### config.mk
export PLATFORM = sky130hd
export DESIGN_NAME = srf_seq
export DESIGN_NICKNAME = d
export VERILOG_FILES = /design/src/rtl/srf_pkg.sv /design/src/rtl/srf_idle_cnt.sv /design/src/rtl/srf_wait_timer.sv /design/src/rtl/srf_seq.sv
export SDC_FILE = /design/constraint.sdc
export NUM_CORES = 1
export LEC_CHECK = 0
export BUFFER_PORTS_ARGS = -buffer_cell sky130_fd_sc_hd__buf_2
export CORE_MARGIN = 2
export CORE_UTILIZATION = 45
export DETAILED_ROUTE_END_ITERATION = 10
export HOLD_SLACK_MARGIN = 0.08
export PLACE_DENSITY = 0.73
export SYNTH_ARGS = -nofsm -noshare
export SYNTH_HDL_FRONTEND = slang
export SYNTH_HIERARCHICAL = 1
export SYNTH_SLANG_ARGS = --single-unit
### constraint.sdc
create_clock -name clk -period 3.4 [get_ports clk]
set_input_delay 0.68 -clock clk [delete_from_list [all_inputs] [get_ports clk]]
set_output_delay 0.68 -clock clk [all_outputs]
set_load 0.03 [all_outputs]
### src/rtl/srf_pkg.sv
package srf_pkg;

   typedef enum logic [2:0] {
      ST_OFF   = 3'd0,
      ST_IDLE  = 3'd1,
      ST_ENTRY = 3'd2,
      ST_HOLD  = 3'd3,
      ST_SFU   = 3'd4,
      ST_WAKE  = 3'd5
   } srf_state_e;

endpackage

### src/rtl/srf_idle_cnt.sv
module srf_idle_cnt #(
   parameter int CFG_W = 4
) (
   input  logic             clk,
   input  logic             rst_n,
   input  logic             arm,
   input  logic             frame_tick,
   input  logic             frame_changed,
   input  logic [CFG_W-1:0] idle_cfg,
   output logic             reach
);
   localparam int CNT_W = CFG_W + 1;

   logic [CNT_W-1:0] cnt;
   logic [CNT_W-1:0] thr;

   // Threshold is the setting plus one, with a floor of two frames.
   assign thr   = (idle_cfg == '0) ? CNT_W'(2) : (CNT_W'(idle_cfg) + CNT_W'(1));
   assign reach = arm && frame_tick && !frame_changed && ((cnt + CNT_W'(1)) >= thr);

   always_ff @(posedge clk) begin
      if (!rst_n || !arm) begin
         cnt <= '0;
      end else if (frame_changed) begin
         cnt <= '0;
      end else if (frame_tick) begin
         cnt <= reach ? '0 : cnt + CNT_W'(1);
      end
   end

   // a changed frame wipes the running count
   assert_clear_on_change_R10 : assert property (@(posedge clk) disable iff (!rst_n)
      (arm && frame_changed) |=> (cnt == '0));

endmodule

### src/rtl/srf_wait_timer.sv
module srf_wait_timer #(
   parameter int LIMIT = 16
) (
   input  logic clk,
   input  logic rst_n,
   input  logic run,
   output logic expire
);
   localparam int W = $clog2(LIMIT + 1);

   logic [W-1:0] tmr;

   assign expire = run && (tmr == W'(LIMIT - 1));

   always_ff @(posedge clk) begin
      if (!rst_n || !run || expire) begin
         tmr <= '0;
      end else begin
         tmr <= tmr + W'(1);
      end
   end

   // the wait counter never passes its limit
   assert_tmr_bound_R8 : assert property (@(posedge clk) disable iff (!rst_n)
      tmr < W'(LIMIT));

endmodule

### src/rtl/srf_seq.sv
module srf_seq
   import srf_pkg::*;
#(
   parameter int                CFG_W       = 4,
   parameter int                TIMEOUT_CYC = 16,
   parameter int                ADDR_W      = 20,
   parameter logic [ADDR_W-1:0] WAKE_ADDR   = 20'h00600,
   parameter logic [7:0]        WAKE_DATA   = 8'h01
) (
   input  logic              clk,
   input  logic              rst_n,
   input  logic              en_req,
   input  logic              dis_req,
   input  logic              act_req,
   input  logic              exit_req,
   input  logic              auto_mode,
   input  logic [CFG_W-1:0]  idle_cfg,
   input  logic              frame_tick,
   input  logic              frame_changed,
   output logic              aux_req,
   output logic [ADDR_W-1:0] aux_addr,
   output logic [7:0]        aux_wdata,
   input  logic              aux_done,
   output logic [2:0]        state_o,
   output logic              sr_active,
   output logic              in_trans,
   output logic              timeout_err
);

   generate
      if (TIMEOUT_CYC < 2) begin : g_bad_timeout
         $error("srf_seq: TIMEOUT_CYC must be at least 2");
      end
      if (CFG_W < 1) begin : g_bad_cfg
         $error("srf_seq: CFG_W must be at least 1");
      end
      if (ADDR_W < 12) begin : g_bad_addr
         $error("srf_seq: ADDR_W too narrow for the wake address");
      end
   endgenerate

   srf_state_e state_q, state_d;
   logic en_pend, dis_pend, act_pend, exit_pend;
   logic en_eff, dis_eff, act_eff, exit_eff;
   logic auto_hit, tmo_expire, err_q, set_err, clr_err;

   assign in_trans = (state_q == ST_ENTRY) || (state_q == ST_WAKE);
   assign en_eff   = en_req   || en_pend;
   assign dis_eff  = dis_req  || dis_pend;
   assign act_eff  = act_req  || act_pend;
   assign exit_eff = exit_req || exit_pend;

   srf_idle_cnt #(.CFG_W(CFG_W)) u_idle (
      .clk           (clk),
      .rst_n         (rst_n),
      .arm           (auto_mode && (state_q == ST_IDLE)),
      .frame_tick    (frame_tick),
      .frame_changed (frame_changed),
      .idle_cfg      (idle_cfg),
      .reach         (auto_hit)
   );

   srf_wait_timer #(.LIMIT(TIMEOUT_CYC)) u_wait (
      .clk    (clk),
      .rst_n  (rst_n),
      .run    (in_trans && dis_eff),
      .expire (tmo_expire)
   );

   always_comb begin
      state_d = state_q;
      set_err = 1'b0;
      clr_err = 1'b0;
      if (tmo_expire) begin
         state_d = ST_OFF;
         set_err = 1'b1;
      end else if (in_trans) begin
         if (state_q == ST_ENTRY && frame_tick) state_d = ST_HOLD;
         if (state_q == ST_WAKE && aux_done)    state_d = ST_IDLE;
      end else if (dis_eff && state_q != ST_OFF) begin
         state_d = ST_OFF;
      end else begin
         case (state_q)
            ST_OFF:  if (en_eff) begin
                        state_d = ST_IDLE;
                        clr_err = 1'b1;
                     end
            ST_IDLE: if (act_eff || auto_hit) state_d = ST_ENTRY;
            ST_HOLD: if (exit_eff) state_d = ST_WAKE;
                     else if (frame_tick && frame_changed) state_d = ST_SFU;
            ST_SFU:  if (exit_eff) state_d = ST_WAKE;
                     else if (frame_tick) state_d = ST_HOLD;
            default: state_d = state_q;
         endcase
      end
   end

   always_ff @(posedge clk) begin
      if (!rst_n) begin
         state_q   <= ST_OFF;
         err_q     <= 1'b0;
         en_pend   <= 1'b0;
         dis_pend  <= 1'b0;
         act_pend  <= 1'b0;
         exit_pend <= 1'b0;
      end else begin
         state_q <= state_d;
         if (set_err)      err_q <= 1'b1;
         else if (clr_err) err_q <= 1'b0;
         if (in_trans && !tmo_expire) begin
            en_pend   <= en_eff;
            dis_pend  <= dis_eff;
            act_pend  <= act_eff;
            exit_pend <= exit_eff;
         end else begin
            en_pend   <= 1'b0;
            dis_pend  <= 1'b0;
            act_pend  <= 1'b0;
            exit_pend <= 1'b0;
         end
      end
   end

   assign state_o     = state_q;
   assign sr_active   = (state_q == ST_HOLD) || (state_q == ST_SFU);
   assign aux_req     = (state_q == ST_WAKE);
   assign aux_addr    = WAKE_ADDR;
   assign aux_wdata   = WAKE_DATA;
   assign timeout_err = err_q;

   // leaving the off state only ever lands on inactive
   assert_enable_to_idle_R2 : assert property (@(posedge clk) disable iff (!rst_n)
      (state_q == ST_OFF) |=> (state_q == ST_OFF || state_q == ST_IDLE));

   // self-refresh becomes active only out of the entering step
   assert_entry_path_R3 : assert property (@(posedge clk) disable iff (!rst_n)
      $rose(sr_active) |-> ($past(state_q) == ST_ENTRY));

   // an exit from the frozen state goes straight to exiting
   assert_exit_skips_sfu_R4 : assert property (@(posedge clk) disable iff (!rst_n)
      (state_q == ST_HOLD && exit_req && !dis_req) |=> (state_q == ST_WAKE));

   // exiting is left only on the wake write acknowledge or a timeout
   assert_wake_ack_R5 : assert property (@(posedge clk) disable iff (!rst_n)
      (state_q == ST_WAKE && !aux_done && !tmo_expire) |=> (state_q == ST_WAKE));

   // an exit seen during an automatic step is held
   assert_exit_held_R7 : assert property (@(posedge clk) disable iff (!rst_n)
      (in_trans && exit_req) |=> (exit_pend || state_q == ST_OFF));

endmodule

# Yosys cells after proc, flatten, opt, wreduce, memory -nomap -nowiden
# Index checks and enable logic that the tools add are counted.
# totals
ff_bits	18
latchBits	0
mem_bits_rw	0
mem_bits_ro	0
in_bits	14
out_inout_bits	35
word_cells	80
memories	0
# classes
add_sub_neg	3
mul	0
div	0
order_cmp	1
eq_ne	11
shifts	0
n_mux	21
bitwise	1
reduce_logical	35
# op_table
cell	count
$mux W3	10
$pmux W3 S4	1
$logic_and A1 B1 Y1	11
$add A5 B1 Y5 const B	2
$logic_or A1 B1 Y1	10
$mux W5	2
$ne A5 B5 Y1 const B	2
$mux W1	8
$eq A3 B2 Y1 const B	2
$eq A3 B3 Y1 const B	2
$reduce_and A6 Y1	1
$reduce_bool A6 Y1	1
$add A4 B1 Y5 const B	1
$eq A5 B4 Y1 const B	1
$ge A5 B5 Y1	1
$logic_not A1 Y1	5
$logic_not A4 Y1	1
$ne A4 B2 Y1 const B	1
$ne A4 B4 Y1 const B	1
$reduce_or A2 Y1	2
$eq A3 B1 Y1 const B	1
$logic_not A3 Y1	1
$ne A3 B1 Y1 const B	1
$reduce_bool A3 Y1	1
3 further kinds	3

# Logic depth before layout (Yosys ltp)
# Gate-level depths: netlist of run 1.
# depth
ltp_word	10
mapped_depth	15
depth_no_buf	15

# Hierarchy
# Netlist of run 1, hierarchy kept.
# by_module_without_submodules
module	n_inst	cells_each	area_each_um2	seq_area_each_um2
srf_seq	1	93	708.2	160.2
srf_idle_cnt	1	58	496.7	100.1
srf_wait_timer	1	21	212.7	100.1

# Least setup slack after synthesis of run 1
# Ideal clock, no wire load.
# synth_path
path_kind	in2reg
start	in idle_cfg[0]
end	reg state_q[1] (netlist: state_o[1])
setup_ps	123
t_arrival_ps	2788
t_required_ps	3277
path_slack_ps	489
stages	15
n_path_buf	0
cell_sequence	inv_1 > ha_1 > nand2b_1 > nand2_1 > mux2_2 > ha_1 > a21o_1 > a31oi_2 > o21ai_0 > and4b_1 > nor2_1 > a32o_1 > a31oi_1 > o21ba_2 > mux2i_1
# synth_via
elab_chain_cells	7
elab_cells_between_ends	8
classes_between	add/sub: 1; order compare: 1; eq/ne: 1; mux: 1; reduce/logical: 4
# synth_lines
item	line	text
start: declaration	srf_seq.sv:17	input logic [CFG_W-1:0] idle_cfg,
$add A4 B1 Y5 / $logic_not A4 Y1 (equally long branches)	srf_idle_cnt.sv:18	assign thr = (idle_cfg == '0) ? CNT_W'(2) : (CNT_W'(idle_cfg) + CNT_W'(1));
$mux W5 *	srf_idle_cnt.sv:18	
$ge A5 B5 Y1 *	srf_idle_cnt.sv:19	assign reach = arm && frame_tick && !frame_changed && ((cnt + CNT_W'(1)) >= thr);
$logic_and A1 B1 Y1 *	srf_idle_cnt.sv:19	
net auto_hit	srf_seq.sv:45	logic auto_hit, tmo_expire, err_q, set_err, clr_err;
$logic_or A1 B1 Y1 *	srf_seq.sv:88	ST_IDLE: if (act_eff || auto_hit) state_d = ST_ENTRY;
$ne A4 B2 Y1 (no line) *	-	
$reduce_and A6 Y1 (no line) *	-	
end signal: assignment	srf_seq.sv:107	state_q <= state_d;
end: declaration	srf_seq.sv:42	srf_state_e state_q, state_d;
# Mark *: on every way through the listed nets, which the timed path passes. The rest lies on a longest branch.
# A chain may end at the register's enable or synchronous reset.

# Worst setup path after layout of run 1
# Ends and elaborated chain as after synthesis.

==> key figures, run 1 <==
Clocking
  • Post-CTS Hold Buffers: 0
  • TritonCTS clock tree: done
  • PostCTS Resize Cnt: 0
  • Skew-Pair Late Insertion Delay: 0.30 ns
  • Clk sinks: 18
  • Clock transition at path regs: 0.11 ns
  • Post-CTS Setup Repair Bufs: 0
  • Total CTS buffers: 3
  • Max Buffers Root-to-Sink: 2
  • CTS H-tree lvls: 1
  • Root Driver: clkbuf_4

Power
  • VDD IR-drop max: 127.0 µV
  • Tot Pwr: 578.7 µW
  • Leakage power total: 0.0007040 µW
  • Power per cell area: 396.0 nW/µm²

Critical path
  • CP Data Required Time: 3.60 ns
  • Startpoint Class: input pin
  • Worst Path Max Fanout: 4
  • Critical Path AT: 3.06 ns
  • Register-to-Register Path Depth: 12
  • CP Class: in2reg
  • Crit path capture type: flop
  • R2R Setup Slk: 0.77 ns

Logic synthesis
  • Synth Area per Inst: 8.242 µm²
  • Async SR Flop Fraction: 0%
  • Mapped cell area: 1418 µm²
  • Netlist cell types: 47
  • Dominant synthesized flop cell: dfxtp_1
  • Syn Inst Count: 172
  • Top cells by area, synth: dfxtp_1 25%, buf_4 15%, ha_1 8.8%, nor2_1 5.6%, xor2_1 3.1%
  • Most common cell in the netlist: buf_4
  • Synth top area share: 25.42%
  • Synth top cells by count: 29 x buf_4, 21 x nor2_1, 18 x dfxtp_1
  • Number of synthesized register bits: 18
  • Cell taking the most area after synthesis: dfxtp_1
  • Sequential area share after synthesis: 25.42%
  • Yosys Warn Count: 6
  • Post-synth EDFFs: 0

Global routing
  • Largest net degree at the start of global routing: 15
  • GR Util All Layers: 13.68%
  • Initial antenna violation count: 0
  • Grt total ovfl: 0
  • First-pass GRT wire length: 3677 µm
  • Vias in the first global route: 879

Route
  • Initial DRT Pass Iterations: 4
  • Vias post-DR: 1080
  • Vias per cell: 4.635
  • DR DRC count: 0
  • Antenna Nets Post-Route: 0
  • DRT iter0 DRCs: 65
  • Avg WL per Cell: 10.22 µm
  • WL final: 2382 µm

STA
  • RSZ-0062 raised after global routing: false
  • Tmin final: 2.869 ns
  • Setup violators final: 0
  • Hold Vio Cnt, Final: 0
  • Fin crit share: 84.38%
  • Hold WS: 0.4642 ns
  • Fin. max-slew vios: 0
  • Max Freq: 0.3486 GHz
  • Setup TNS: 0 ns
  • Clock Skew: 0.008091 ns

Floorplan
  • I/O pin count: 49
  • Die Span Y: 60.13 µm
  • Initial core utilization: 46.82%
  • Die area: 3615 µm²
  • Num rows: 20
  • Chip width: 60.13 µm
  • Area of the core: 3028 µm²

Final layout
  • Finished Core Util: 48.26%
  • Area growth syn-to-layout: 3.089%
  • Final Instance Area: 1461 µm²
  • Fillcell total: 326
  • Share of layout cells above drive strength 1: 15.87%
  • Ant. Diodes: 0
  • Final nets: 214

Placed design
  • Placer Congestion: 0.8048
  • Area after DPL: 1425 µm²
  • HPWL Detailed: 1849 µm
  • I/O Buffers: 20

Min path
  • Hold path depth: 1
  • Worst Hold Class: reg2reg

Status
  • Run status: completed

Run
  • Max cap viols: 0
power breakdown:
group | leakage (µW) | switching (µW) | internal, µW
combinational | 0.000538 | 129 | 62.8
sequential | 0.000145 | 28.1 | 222
clock | 0.0000210 | 71.5 | 65.3
layout make-up:
cell class / count / area [µm²] / share of cell area [%]
Multi-Input combinational cell: 140 / 883.3 / 60.45
Clock buffer: 4 / 36.28 / 2.483
Tap cell: 44 / 55.05 / 3.767
Sequential cell: 18 / 360.3 / 24.66
Timing Repair Buffer: 20 / 100.1 / 6.849
Inverter: 7 / 26.28 / 1.798
critical path, cell delays in order:
cell and delay [ns]:
buf_2 0.11, inv_1 0.04, ha_1 0.18, nand2b_1 0.08, nand2_1 0.05, mux2_2 0.26
ha_1 0.30, a21o_1 0.20, a31oi_2 0.20, o21ai_0 0.12, and4b_1 0.18, nor2_1 0.08
a32o_1 0.13, a31oi_1 0.10, o21ba_2 0.24, mux2i_1 0.12
flip-flops by register name, indices dropped and copies added, names as in the netlist:
register,cells
act_pend,1
dis_pend,1
en_pend,1
exit_pend,1
state_o,3
timeout_err,1
u_idle/cnt,5
u_wait/tmr,5
kinds of logic (layout without fill, tap and decap cells):
family	after synthesis	count (layout)	synth area share, %
DFF	18	18	25.42
adders and majority gates	10	10	8.826
AOI/OAI and AO/OA	26	26	12.89
buffers and inverters	40	31	19.15
other	2	28	0.5298
and+or+nand+nor	63	63	24.63
muxes	5	5	3.619
xor gates and xnor gates	8	8	4.943
placed cells by master (no fill, tap or decap), types with 3 or more instances in the layout:
master / netlist / routed
mux2i_1: 4 / 4
xnor2_1: 3 / 3
conb_1: 2 / 28
dfxtp_1: 18 / 18
inv_1: 7 / 7
nand2b_1: 3 / 3
nand3b_1: 3 / 3
nor2_1: 21 / 21
xor2_1: 5 / 5
nand2_1: 11 / 11
a21oi_1: 5 / 5
o21ai_0: 7 / 7
ha_1: 10 / 10
nand3_1: 5 / 5
buf_2: 0 / 20
clkbuf_4: 1 / 3
layer usage:
| metal | vias to the layer above | wire length (µm) | GRT usage (%) |
|---|---|---|---|
| li1 | 566 | - | - |
| met1 | 478 | 1128 | 16.93 |
| met2 | 34 | 1129 | 21.58 |
| met3 | 2 | 107 | 3.247 |
| met4 | 0 | 16 | 7.619 |
| met5 | - | 0 | 0 |
metrics by stage:
| stage | cells | setup slack (ns) |
|---|---|---|
| 6_report | 233 | 0.5311 |
| 5_1_grt | 233 | 0.3671 |
| 4_1_cts | 233 | 0.5471 |
| 3_5_place_dp | 229 | 0.2008 |
| 3_3_place_gp | 229 | 0.2463 |
| 2_1_floorplan | 198 | 0.4890 |
final timing paths:
path,start,endpoint
setup / recovery,idle_cfg[0],state_o[1]
hold / removal,u_wait/tmr[0],u_wait/tmr[0]
setup reg to reg,u_idle/cnt[0],state_o[1]
hold reg to reg,u_wait/tmr[0],u_wait/tmr[0]
Power figures use the tool's default switching activity.
==> run 2: changes to the inputs <==
clock period = 2.75 ns   (was 3.4 ns; I/O delays follow)
==> key figures, run 2 (same netlist as run 1, synthesis figures left out) <==
Clocking
  • Post-CTS Hold Buffers: 0 (unchanged)
  • Clk sinks: 18 (unchanged)
  • Total CTS buffers: 3 (unchanged)
  • Clock transition at path regs: 0.11 ns (about the same)
  • CTS H-tree lvls: 1 (unchanged)
  • Post-CTS Setup Repair Bufs: 0 (unchanged)
  • TritonCTS clock tree: done
  • Max Buffers Root-to-Sink: 2 (unchanged)
  • Root Driver: clkbuf_4
  • Skew-Pair Late Insertion Delay: 0.30 ns (about the same)

Power
  • Logic gate share of total power: 35.6% (+2.5 points)
  • Int Power: 452.4 µW (+29%)
  • VDD IR-drop max: 236.9 µV (+87%)
  • Register share of total power: 42.2% (-1.1 points)
  • Power per cell area: 480.4 nW/µm² (+21%)
  • Tot Pwr: 737.6 µW (+27%)
  • Sw frac: 38.66% (-0.76 points)
  • NetSw: 285.1 µW (+25%)
  • Leakage power total: 0.0007340 µW (+4.3%)
  • Clock power frac: 22.1% (-1.5 points)

Critical path
  • Worst R2R End: state_o[0]
  • Startpoint Class: input pin
  • Register-to-Register Path Depth: 12 (unchanged)
  • Crit path launch: idle_cfg[1]
  • Worst Path Max Fanout: 3 (-1)
  • R2R Setup Slk: 0.28 ns (-0.49 ns)
  • Reg2reg start: u_idle/cnt[1]
  • CP Data Required Time: 2.95 ns (-0.65 ns)
  • Critical Path Sink: state_o[0]
  • Crit path capture type: flop
  • Critical Path AT: 2.78 ns (-0.28 ns)
  • CP Class: in2reg

Placed design
  • Placer Congestion: 0.8210 (+2.0%)
  • Area after DPL: 1468 µm² (+3.0%)
  • I/O Buffers: 20 (unchanged)
  • HPWL Detailed: 1821 µm (-1.5%)
  • Dpl ws: -0.1841 ns (-0.3849 ns)
  • Cell count after placement: 233 (+1.7%)

Global routing
  • Grt total ovfl: 0 (unchanged)
  • Vias in the first global route: 937 (+6.6%)
  • Initial antenna violation count: 0 (unchanged)
  • GR Util All Layers: 14.06% (+0.38 points)
  • First-pass GRT wire length: 3836 µm (+4.3%)
  • Largest net degree at the start of global routing: 15 (unchanged)

STA
  • Max Freq: 0.3877 GHz
  • Setup WS post-layout: 0.1705 ns (-0.3605 ns)
  • Clock Skew: 0.01232 ns (+0.004228 ns)
  • RSZ-0062 raised after global routing: false
  • Hold Vio Cnt, Final: 0 (unchanged)
  • Fin. max-slew vios: 0 (unchanged)
  • Fin crit share: 93.80%
  • Setup violators final: 0 (unchanged)
  • Tmin final: 2.579 ns

Min path
  • Worst Hold Class: reg2reg
  • Worst hold start: u_wait/tmr[0]

Route
  • Antenna Nets Post-Route: 0 (unchanged)
  • Vias post-DR: 1109 (+2.7%)
  • DRT iter0 DRCs: 47 (-28%)
  • Avg WL per Cell: 9.743 µm (-4.7%)
  • WL final: 2309 µm (-3.1%)
  • Vias per cell: 4.679 (+0.95%)
  • Initial DRT Pass Iterations: 4 (unchanged)
  • DR DRC count: 0 (unchanged)

Floorplan
  • Die area: 3615 µm² (unchanged)
  • Die Span Y: 60.13 µm (unchanged)
  • Initial core utilization: 46.82% (unchanged)
  • Area of the core: 3028 µm² (unchanged)
  • Chip width: 60.13 µm (unchanged)
  • Num rows: 20 (unchanged)
  • I/O pin count: 49 (unchanged)

Final layout
  • Share of layout cells above drive strength 1: 20.21% (+4.3 points)
  • Commonest non-fill, non-tap cell in the layout: conb_1
  • Commonest non-fill, non-tap cells in the layout: 28 x conb_1, 21 x nor2_1, 19 x buf_2
  • Final Instance Area: 1535 µm² (+5.1%)
  • Ant. Diodes: 0 (unchanged)
  • Area growth syn-to-layout: 8.296%
  • Cell Count, Final, Fillers Out: 237 (+1.7%)
  • Final nets: 218 (+1.9%)

Run
  • Max cap viols: 0 (unchanged)

Status
  • Run status: completed
## run 2: changes by cell type in the layout (fill, tap and decap cells not counted), sizes merged
cell  before  now
buf       20   24
## run 2: stage by stage
stage          setup TNS [ns]  hold slack, ns  utilization [%]
6_report                    0          0.4632            50.70
5_1_grt                     0          0.4718            50.70
4_1_cts                     0          0.4621            49.67
3_5_place_dp          -0.4373          0.4385            48.47
3_3_place_gp          -0.2947          0.4316            48.47
2_1_floorplan               0          0.4176                -
## run 2: power by group through the flow
stage / Sequential [µW] / Clock [µW] / Combinational (µW)
2_1_floorplan: 310 / 0 / 230
3_3_place_gp: 314 / 0 / 240
3_5_place_dp: 314 / 0 / 243
4_1_cts: 308 / 170 / 243
5_1_grt: 316 / 179 / 289
6_report: 312 / 163 / 263
## run 2: per-layer routing
layer	track usage, %	part of all wire, %	vias to the layer above
met1	17.28	45	498
met5	0	0	-
met4	4.762	1.2	0
li1	-	-	573
met3	4.545	5.2	5
met2	22.98	48	33
## run 2: timing repair
item	in CTS	in global routing
endpoints found under the hold margin	0	0
endpoints found under the setup margin	0	3
gates resized for setup	0	8
## run 2: layout make-up
| cell class | instances | area [µm²] |
|---|---|---|
| Timing Repair Buffer | 24 | 132.6 |
| Fill cell | 291 | 1493 |
| Tap cell | 44 | 55.05 |
| Sequential cell | 18 | 360.3 |
| Multi-Input combinational cell | 140 | 924.6 |
| Clock buffer | 4 | 36.28 |
| Inverter | 7 | 26.28 |
## run 2: how the worst min path moves through the flow
stage | depth (start not counted) | endpoint | slack [ns]
after floorplan | 1 | u_wait/tmr[0] | 0.42
after global placement | 1 | u_wait/tmr[0] | 0.43
after detailed placement | 1 | u_wait/tmr[0] | 0.44
after CTS | 1 | u_wait/tmr[0] | 0.46
after global routing | 3 | act_pend | 0.47
final | 1 | u_wait/tmr[0] | 0.46
## run 2: worst max-delay path: stages
cell and delay [ns]:
buf_2 0.10, inv_1 0.04, ha_2 0.16, nand2b_1 0.09
nand2_1 0.06, mux2_4 0.28, ha_4 0.24, a21o_1 0.16
a31oi_2 0.17, o21ai_1 0.07, and4b_1 0.17, nor2_1 0.08
a32o_2 0.16, a31oi_4 0.09, o21ba_4 0.25, mux2i_1 0.11
==> run 3: changes to the inputs <==
ABC_AREA = 1   (was unset)
PLACE_DENSITY = 0.72   (was 0.73)
==> key figures, run 3 <==
Logic synthesis
  • Async SR Flop Fraction: 0% (unchanged)
  • Largest family of logic cells by synthesized area: simple AND/OR/NAND/NOR gates
  • Number of synthesized register bits: 18 (unchanged)
  • Top cells by area, synth: dfxtp_1 24%, buf_4 14%, nor2_1 9.1%, ha_1 8.4%, nand2_1 8.1%
  • Synth top cells by count: 36 x nor2_1, 32 x nand2_1, 28 x buf_4
  • Post-synth EDFFs: 0 (unchanged)
  • Simple logic cell fraction of the synthesized area: 34.99% (+10 points)
  • Dominant synthesized flop cell: dfxtp_1
  • Post-Synth Adder-Cell Area: 8.432% (-0.39 points)
  • Most common cell in the netlist: nor2_1
  • Synth top area share: 24.28% (-1.1 points)
  • Sequential area share after synthesis: 24.28% (-1.1 points)
  • Netlist cell types: 26 (-45%)
  • Mux cell area share after synthesis: 0.6745% (-2.9 points)
  • Cell taking the most area after synthesis: dfxtp_1
  • Mapped cell area: 1484 µm² (+4.7%)
  • Synth Area per Inst: 6.807 µm² (-17%)
  • Yosys Warn Count: 6 (unchanged)
  • Compound-Gate Fraction of Synth Area: 5.228% (-7.7 points)
  • Synth Area in XOR/XNOR: 2.361% (-2.6 points)
  • Syn Inst Count: 218 (+27%)

STA
  • RSZ-0062 raised after global routing: false
  • Tmin final: 2.402 ns (-0.1778 ns)
  • Hold Vio Cnt, Final: 0 (unchanged)
  • Clock Skew: 0.002295 ns (-0.01003 ns)
  • Max Freq: 0.4164 GHz (+7.4%)
  • Setup TNS: 0 ns (unchanged)
  • Fin crit share: 87.33% (-6.5 points)
  • Setup violators final: 0 (unchanged)
  • Fin. max-slew vios: 0 (unchanged)

Placed design
  • Cell count after placement: 279 (+20%)
  • Placer Congestion: 0.8849 (+7.8%)
  • I/O Buffers: 20 (unchanged)
  • HPWL Detailed: 2037 µm (+12%)

Route
  • Avg WL per Cell: 8.649 µm (-11%)
  • DR DRC count: 0 (unchanged)
  • Vias per cell: 4.358 (-6.9%)
  • WL final: 2439 µm (+5.6%)
  • Vias post-DR: 1229 (+11%)
  • Initial DRT Pass Iterations: 4 (unchanged)
  • Antenna Nets Post-Route: 0 (unchanged)
  • DRT iter0 DRCs: 85 (+81%)

Clocking
  • Skew-Pair Late Insertion Delay: 0.28 ns (-0.02 ns)
  • PostCTS Resize Cnt: 0 (unchanged)
  • CTS H-tree lvls: 1 (unchanged)
  • Post-CTS Setup Repair Bufs: 0 (unchanged)
  • Total CTS buffers: 3 (unchanged)
  • TritonCTS clock tree: done
  • Max Buffers Root-to-Sink: 2 (unchanged)
  • Clk sinks: 18 (unchanged)
  • Clock transition at path regs: 0.09 ns (-0.02 ns)
  • Post-CTS Hold Buffers: 0 (unchanged)
  • Root Driver: clkbuf_4

Critical path
  • CP Class: reg2reg
  • Startpoint Class: flop
  • Worst Path Max Fanout: 5 (+2)
  • Critical Path AT: 2.59 ns (-0.19 ns)
  • Worst path top cell family by delay: simple AND/OR/NAND/NOR gates
  • CP Data Required Time: 2.93 ns (-0.02 ns)
  • Crit path capture type: flop
  • Worst path cell trace: ha_1 -> nand3_1 -> xor2_1 -> ha_1 -> nand2_1 -> inv_1 -> nand2_1 -> nand3_1 -> nand2_1 -> clkinv_2 -> inv_1 -> nand2_1 -> nor2_1 -> nand2_2 -> nand3_1 -> nor2_4 -> nor2_1 -> nor2_1
  • R2R Setup Slk: 0.35 ns (+0.07 ns)
  • CP peak stage delay: 0.42 ns (+0.14 ns)
  • Cell mode on critical path: nand2_1
  • Worst Path Buf+Inv: 3 (+1)
  • Slowest CP cell: dfxtp_1

Floorplan
  • I/O pin count: 49 (unchanged)
  • Die Span Y: 61.43 µm (+2.2%)
  • Num rows: 20 (unchanged)
  • Die area: 3773 µm² (+4.4%)
  • Area of the core: 3103 µm² (+2.5%)
  • Initial core utilization: 47.82% (+1.0 points)
  • Chip width: 61.43 µm (+2.2%)

Status
  • Run status: completed

Global routing
  • GR Util All Layers: 13.66% (-0.40 points)
  • Initial antenna violation count: 0 (unchanged)
  • First-pass GRT wire length: 3926 µm (+2.3%)
  • Grt total ovfl: 0 (unchanged)
  • Largest net degree at the start of global routing: 11 (-4)
  • Vias in the first global route: 987 (+5.3%)

Final layout
  • Fillcell total: 334 (+15%)
  • Ant. Diodes: 0 (unchanged)
  • Share of layout cells above drive strength 1: 18.91% (-1.3 points)
  • Cell Count, Final, Fillers Out: 282 (+19%)
  • Commonest non-fill, non-tap cell in the layout: nor2_1
  • Area growth syn-to-layout: 3.625%
  • Commonest non-fill, non-tap cells in the layout: 36 x nor2_1, 32 x nand2_1, 28 x conb_1
  • Final nets: 264 (+21%)

Power
  • Leakage power total: 0.0008309 µW (+13%)
  • VDD IR-drop max: 272.2 µV (+15%)
  • Power per cell area: 613.5 nW/µm² (+28%)

Min path
  • Worst Hold Class: reg2reg

Run
  • Max cap viols: 0 (unchanged)
[run 3: changes by cell type in the layout (fill, tap and decap cells not counted), moves of 5 or more]
| cell | delta |
|---|---|
| inv_1 | +21 |
| buf_4 | -5 |
| nand3_1 | +12 |
| nand2_1 | +21 |
| nor2_1 | +15 |
[run 3: cells by family after synthesis]
group | after synthesis
compound gates | 15
xor+xnor | 4
fa+ha+maj | 10
buf+inv | 62
flops | 18
mux | 1
other cells | 2
simple gates | 106
[run 3: report_power, final]
group	leakage, µW	total, µW	switching, µW	internal, µW
Clock	0.0000138	122	71.3	50.7
Sequential	0.000146	332	43.5	288
Combinational	0.000671	490	348	141
Total	0.000831	943	463	480
[run 3: path summary, 6_finish.rpt]
kind | from | to | depth (start not counted)
setup reg to reg | u_idle/cnt[0] | state_o[1] | 18
setup / recovery | u_idle/cnt[0] | state_o[1] | 18
hold / removal | u_wait/tmr[0] | u_wait/tmr[0] | 1
hold reg to reg | u_wait/tmr[0] | u_wait/tmr[0] | 1
[run 3: metal layers]
metal	share of wire, %	GRT usage [%]
met4	0.53	3.647
met2	49	23.71
met5	0	0
met1	45	17.03
met3	5.1	3.151
[run 3: cell type report]
class	count	area [µm²]	share of cell area, %
clock buffers	3	22.52	1.465
well taps	44	55.05	3.580
multi-input cells	164	872.1	56.71
inverters	33	127.6	8.299
flip-flops and latches	18	360.3	23.43
repair buffers	20	100.1	6.509
[run 3: worst register-to-register path, cell delays in order (launching register included)]
cell and delay [ns]:
dfxtp_1 0.42, ha_1 0.22, nand3_1 0.10, xor2_1 0.17, ha_1 0.31, nand2_1 0.09, inv_1 0.04, nand2_1 0.05
nand3_1 0.07, nand2_1 0.11, clkinv_2 0.12, inv_1 0.06, nand2_1 0.05, nor2_1 0.13, nand2_2 0.07, nand3_1 0.12
nor2_4 0.05, nor2_1 0.08, nor2_1 0.05
[run 3: stage by stage]
step	area (µm²)	total power (µW)	util, %	setup WS (ns)	hold WS (ns)
finish	1538	943.3	49.56	0.3483	0.4482
global route	1538	1024	49.56	0.03284	0.4862
CTS	1538	950.5	49.56	0.3277	0.4572
detailed placement	1515	823.9	48.83	0.06961	0.4395
global placement	1515	822.5	48.83	0.1102	0.4345
floorplan	1582	762.8	-	0.3893	0.4176
